File: src/rtl/bwg_pkg.sv
package bwg_pkg;
   localparam int PCT_W   = 7;
   localparam int PCT_MAX = 100;
   localparam int DW      = 8;

   function automatic logic [PCT_W-1:0] pct_clamp(input logic [DW-1:0] v);
      return (v > DW'(PCT_MAX)) ? PCT_W'(PCT_MAX) : v[PCT_W-1:0];
   endfunction
endpackage

File: src/rtl/bwg_cfg_regs.sv
module bwg_cfg_regs
   import bwg_pkg::*;
#(
   parameter int N  = 8,
   parameter int AW = 4
) (
   input  logic                      clk,
   input  logic                      rst_n,
   input  logic                      we,
   input  logic [AW-1:0]             addr,
   input  logic [DW-1:0]             wdata,
   output logic [N-1:0][PCT_W-1:0]   thr_q,
   output logic [N-1:0]              tag_q,
   output logic [DW-1:0]             rdata
);
   always_ff @(posedge clk) begin
      if (!rst_n) begin
         thr_q <= '0;
         tag_q <= '0;
      end else if (we) begin
         for (int i = 0; i < N; i++)
            if (addr == AW'(i)) thr_q[i] <= pct_clamp(wdata);
         if (addr == AW'(N)) tag_q <= wdata[N-1:0];
      end
   end

   always_comb begin
      rdata = '0;
      for (int i = 0; i < N; i++)
         if (addr == AW'(i)) rdata = DW'(thr_q[i]);
      if (addr == AW'(N)) rdata = DW'(tag_q);
   end
endmodule

File: src/rtl/bwg_win_tot.sv
module bwg_win_tot #(
   parameter int N   = 8,
   parameter int WIN = 64,
   localparam int WC_W  = $clog2(WIN),
   localparam int PC_W  = $clog2(N + 1),
   localparam int TC_W  = $clog2(N * WIN + 1),
   localparam int TOT_W = $clog2(2 * N * WIN + 1)
) (
   input  logic             clk,
   input  logic             rst_n,
   input  logic [N-1:0]     served,
   output logic             wend,
   output logic [TC_W-1:0]  tot_cur,
   output logic [TOT_W-1:0] tot_sum
);
   logic [WC_W-1:0] wcnt;
   logic [PC_W-1:0] pc;
   logic [TC_W-1:0] tot_last;

   always_comb begin
      pc = '0;
      for (int i = 0; i < N; i++) pc = pc + PC_W'(served[i]);
   end

   assign wend    = (wcnt == WC_W'(WIN - 1));
   assign tot_sum = TOT_W'(tot_cur) + TOT_W'(tot_last);

   always_ff @(posedge clk) begin
      if (!rst_n) begin
         wcnt     <= '0;
         tot_cur  <= '0;
         tot_last <= '0;
      end else if (wend) begin
         wcnt     <= '0;
         tot_last <= tot_cur + TC_W'(pc);
         tot_cur  <= '0;
      end else begin
         wcnt    <= wcnt + 1'b1;
         tot_cur <= tot_cur + TC_W'(pc);
      end
   end
endmodule

File: src/rtl/bwg_core_meter.sv
module bwg_core_meter
   import bwg_pkg::*;
#(
   parameter int WIN   = 64,
   parameter int TOT_W = 11,
   localparam int C_W   = $clog2(WIN + 1),
   localparam int U_W   = C_W + 1,
   localparam int CMP_W = TOT_W + PCT_W
) (
   input  logic             clk,
   input  logic             rst_n,
   input  logic             served,
   input  logic             wend,
   input  logic [PCT_W-1:0] thr,
   input  logic             intensive,
   input  logic [TOT_W-1:0] tot_sum,
   output logic             blocked
);
   logic [C_W-1:0]   cur, last;
   logic [U_W-1:0]   use_sum;
   logic [CMP_W-1:0] lhs, rhs;

   always_ff @(posedge clk) begin
      if (!rst_n) begin
         cur  <= '0;
         last <= '0;
      end else if (wend) begin
         last <= cur + C_W'(served);
         cur  <= '0;
      end else begin
         cur <= cur + C_W'(served);
      end
   end

   assign use_sum = U_W'(cur) + U_W'(last);
   assign lhs     = CMP_W'(use_sum) * CMP_W'(PCT_MAX);
   assign rhs     = CMP_W'(thr) * CMP_W'(tot_sum);
   assign blocked = intensive && (thr != '0) && (tot_sum != '0) && (lhs >= rhs);
endmodule

File: src/rtl/core_bw_gate.sv
module core_bw_gate
   import bwg_pkg::*;
#(
   parameter int N   = 8,
   parameter int WIN = 64,
   localparam int AW = $clog2(N + 1)
) (
   input  logic            clk,
   input  logic            rst_n,
   input  logic [N-1:0]    core_valid,
   output logic [N-1:0]    core_ready,
   output logic [N-1:0]    arb_valid,
   input  logic [N-1:0]    arb_ready,
   input  logic            cfg_we,
   input  logic [AW-1:0]   cfg_addr,
   input  logic [DW-1:0]   cfg_wdata,
   output logic [DW-1:0]   cfg_rdata
);
   localparam int TC_W  = $clog2(N * WIN + 1);
   localparam int TOT_W = $clog2(2 * N * WIN + 1);

   generate
      if (N < 1 || N > DW) begin : g_bad_n
         $error("core_bw_gate: N must be between 1 and DW");
      end
      if (WIN < 2) begin : g_bad_win
         $error("core_bw_gate: WIN must be at least 2");
      end
   endgenerate

   logic [N-1:0][PCT_W-1:0] thr_q;
   logic [N-1:0]            tag_q;
   logic [N-1:0]            blocked, served;
   logic                    wend;
   logic [TC_W-1:0]         tot_cur;
   logic [TOT_W-1:0]        tot_sum;

   assign core_ready = arb_ready & ~blocked;
   assign arb_valid  = core_valid & ~blocked;
   assign served     = core_valid & core_ready;

   bwg_cfg_regs #(.N(N), .AW(AW)) u_regs (
      .clk(clk), .rst_n(rst_n), .we(cfg_we), .addr(cfg_addr),
      .wdata(cfg_wdata), .thr_q(thr_q), .tag_q(tag_q), .rdata(cfg_rdata)
   );

   bwg_win_tot #(.N(N), .WIN(WIN)) u_win (
      .clk(clk), .rst_n(rst_n), .served(served),
      .wend(wend), .tot_cur(tot_cur), .tot_sum(tot_sum)
   );

   generate
      for (genvar i = 0; i < N; i++) begin : g_core
         bwg_core_meter #(.WIN(WIN), .TOT_W(TOT_W)) u_meter (
            .clk(clk), .rst_n(rst_n), .served(served[i]), .wend(wend),
            .thr(thr_q[i]), .intensive(tag_q[i]), .tot_sum(tot_sum),
            .blocked(blocked[i])
         );
      end
   endgenerate
endmodule

File: config.mk
export PLATFORM = sky130hd
export DESIGN_NAME = core_bw_gate
export DESIGN_NICKNAME = d
export VERILOG_FILES = /design/src/rtl/bwg_pkg.sv /design/src/rtl/bwg_cfg_regs.sv /design/src/rtl/bwg_win_tot.sv /design/src/rtl/bwg_core_meter.sv /design/src/rtl/core_bw_gate.sv
export SDC_FILE = /design/constraint.sdc
export NUM_CORES = 2
export LEC_CHECK = 0
export ABC_AREA = 1
export BUFFER_PORTS_ARGS = -buffer_cell sky130_fd_sc_hd__buf_2
export CAP_MARGIN = 20
export CORE_MARGIN = 1.5
export CORE_UTILIZATION = 35
export DETAILED_ROUTE_END_ITERATION = 6
export HOLD_SLACK_MARGIN = 0.03
export PLACE_DENSITY = 0.56
export SYNTH_ARGS = -nofsm -noshare
export SYNTH_HDL_FRONTEND = slang
export SYNTH_HIERARCHICAL = 1
export SYNTH_SLANG_ARGS = --single-unit
export TNS_END_PERCENT = 50
File: constraint.sdc
create_clock -name clk -period 10.2 [get_ports clk]
set_clock_uncertainty 0.1 [all_clocks]
set_input_delay 1.53 -clock clk [delete_from_list [all_inputs] [get_ports clk]]
set_output_delay 1.53 -clock clk [all_outputs]
set_load 0.01 [all_outputs]
==> reports/qor.csv <==
stage,metric,value,unit
clock_tree,cts_buffer_depth,3,
critical_path,slowest_stage,fa_1,
floorplanning,ios,55,
drt,wl_met1,47200,um
synthesis,syn_inst,5857,
sta,final.period_utilization,93.3,%
drt,route.met2.wl,46300,um
synthesis,synth.area.mux_share,0,%
drt,wire_per_inst,13.6,um
outcome,status,completed,
drt,vias,34500,
synthesis,synth_top_family_by_area,adder cells,
critical_path,critPathRequiredTime,10.62,ns
synthesis,synth_commonest_cells,"nand2_1, inv_1, ha_1",
drt,topRoutingLayerUsed,met5,
power,p_per_area,57.9,nW/um2
synthesis,synthSimpleGateAreaFrac,22.6,%
global_route,grt-ovfl-total,0,
drt,route.met3.wl,4480,um
power,leakagePower,27.6,nW
critical_path,path_class,reg -> reg,
synthesis,yosys_register_bits,202,
floorplanning,die_h,346,um
global_route,grt_max_degree,113,
synthesis,synth-edff-count,0,
flow_run,max_cap_violations,0,
critical_path,endpoint_kind,flip-flop,
global_route,grt_pass1_vias,34300,
synthesis,yosysUniqueCellTypes,50,
placement,portBuffers,54,
floorplanning,fp-row-count,125,
hold_path,hp-class,reg -> reg,
synthesis,seq_area_frac_synth,9.80,%
critical_path,arrival,9.94,ns
sta,slew_headroom,37.0,%
synthesis,synth-xor-area-share,5.19,%
sta,setup_viol,0,
floorplanning,core_area,117000,um2
synthesis,synth_area_per_cell,7.05,um2
sta,rsz0062_at_grt,false,
drt,drc,0,
placement,place_congestion,0.879,
drt,via_per_inst,4.69,
synthesis,yosys-top-cells-area,"ha_1, fa_1, nand2_1",
drt,drt_iter0_markers,1661,
sta,slew_viol_final,0,
synthesis,synth_most_common_cell,nand2_1,
drt,drt_first_pass_iters,6,
floorplanning,die_area,120000,um2
clock_tree,clk_pin_slew,0.06,ns
drt,wl,100000,um
layout,drive_above_1_share,5.39,%
synthesis,synthArstFlopShare,0,%
synthesis,synthAdderAreaFrac,40.5,%
sta,fin_crit,9.52,ns
synthesis,syn-cell-area,41300,um2
sta,fmaxAchievable,0.105,GHz
global_route,grt_pass1_wl,171000,um
floorplanning,die_w,346,um
critical_path,cp-start-kind,flip-flop,
clock_tree,htreeDepth,1,
synthesis,synth_fp_nets,6991,
layout,final_nets,6936,
synthesis,yosys_warnings,6,
layout,syn_to_final_growth,6.64,%
critical_path,crit_path_max_incr_delay,0.55,ns
clock_tree,tritoncts,yes,
placement,hpwl,80000,um
drt,ant_nets,0,
synthesis,synth_flop_cell,dfxtp_1,
clock_tree,clock-root-buffer,clkbuf_16,
sta,holdWs,0.358,ns
global_route,grtUsageTotal,17.0,%
synthesis,synth_compound_area_share,7.00,%
clock_tree,cts_buffers,27,
critical_path,path_max_fanout,6,
synthesis,synth_top_area_cell,ha_1,
sta,worst_pin_slew,0.943,ns
layout,n_antenna_cell,0,
clock_tree,cts.sinks,202,
clock_tree,ctsHoldBuffers,0,
global_route,antenna_found_initial,3,
sta,tns,0,ns
critical_path,path_common_cell,nand2_1,
clock_tree,clock_latency,0.63,ns
power,ir_worst_vdd,119,uV
floorplanning,start_util,35.4,%
sta,hold_violations,0,
synthesis,netlist.area_leader.share,21.6,%
==> sequential cells by signal (all words and copies together) (netlist names) <==
name and count:
u_win/wcnt 6, g_core.u_meter/last 56, u_regs/thr_q 56, u_regs/tag_q 8
u_win/tot_cur 10, g_core.u_meter/cur 56, u_win/tot_last 10
==> cells by family (layout without fill, tap and decap cells) <==
family / Yosys count / count (layout)
AND/OR/NAND/NOR: 2199 / 2199
buffers and inverters: 1597 / 1563
adder cells (fa/ha/maj): 1103 / 1103
AO/OA/AOI/OAI: 513 / 513
XOR/XNOR: 243 / 243
flip-flops: 202 / 202
==> routing by layer <==
metal  vias up  GRT usage (%)
li1      17800              -
met1     16100           22.9
met2       530           28.9
met3        87           2.09
met4         4           3.80
met5         -              0
==> where the power goes <==
part | switching [mW] | internal [mW]
clock network | 0.446 | 0.525
registers | 0.0350 | 0.807
logic | 0.506 | 0.231
total | 0.987 | 1.56
==> through the flow <==
step | worst slack (ns) | std cells | util [%] | total power, mW | instance area (um2)
after floorplan | 1.14 | 5857 | - | 1.36 | 41300
after global placement | 0.319 | 7290 | 36.9 | 1.58 | 43000
after detailed placement | 0.191 | 7290 | 36.9 | 1.59 | 43000
after CTS | 0.177 | 7340 | 37.6 | 2.58 | 43900
after global routing | 0.0202 | 7347 | 37.8 | 2.71 | 44000
final | 0.679 | 7347 | 37.8 | 2.55 | 44000
==> cells in the final DEF (no fill, tap or decap), types with 35 or more instances in the layout <==
cell	count
nand3_1	270
dfxtp_1	202
ha_1	712
nor2_1	296
nand2_2	38
nor3_1	44
fa_1	388
buf_4	35
buf_2	53
inv_1	1381
nand4_1	55
o21ai_0	113
nand2_1	1396
xor2_1	105
inv_2	35
a21oi_1	259
xnor2_1	131
==> timing repair <==
action,4_1_cts,5_1_grt
setup endpoints to repair,0,15
resized for setup,0,22
buffers inserted,0,7
==> path summary, 6_finish.rpt <==
| path | from | slack [ns] | cells past startpoint | to |
|---|---|---|---|---|
| max | u_win/tot_cur[0]$_SDFF_PP0_ | 0.68 | 53 | u_win/tot_last[6]$_SDFFE_PN0P_ |
| min | u_win/wcnt[0]$_SDFF_PP0_ | 0.36 | 1 | u_win/wcnt[0]$_SDFF_PP0_ |
| max reg2reg | u_win/tot_cur[0]$_SDFF_PP0_ | 0.68 | 53 | u_win/tot_last[6]$_SDFFE_PN0P_ |
| min reg2reg | u_win/wcnt[0]$_SDFF_PP0_ | 0.36 | 1 | u_win/wcnt[0]$_SDFF_PP0_ |
==> worst max-delay path, delay by kind of cell (launching register included) <==
family | cells | cell delay (ns)
compound gates | 1 | 0.18
buf+inv | 10 | 0.88
xor+xnor | 2 | 0.32
flops | 1 | 0.34
simple gates | 27 | 2.06
fa+ha+maj | 13 | 5.49
==> final cells by class <==
class	count	area, um2
Clock buffer	32	734
Clock inverter	18	146
Fill cell	12400	72500
Inverter	1418	5330
Multi-Input combinational cell	4058	31200
Sequential cell	202	4040
Tap cell	1524	1910
Timing Repair Buffer	95	641
Note: power is estimated with default switching activity, not from simulation.
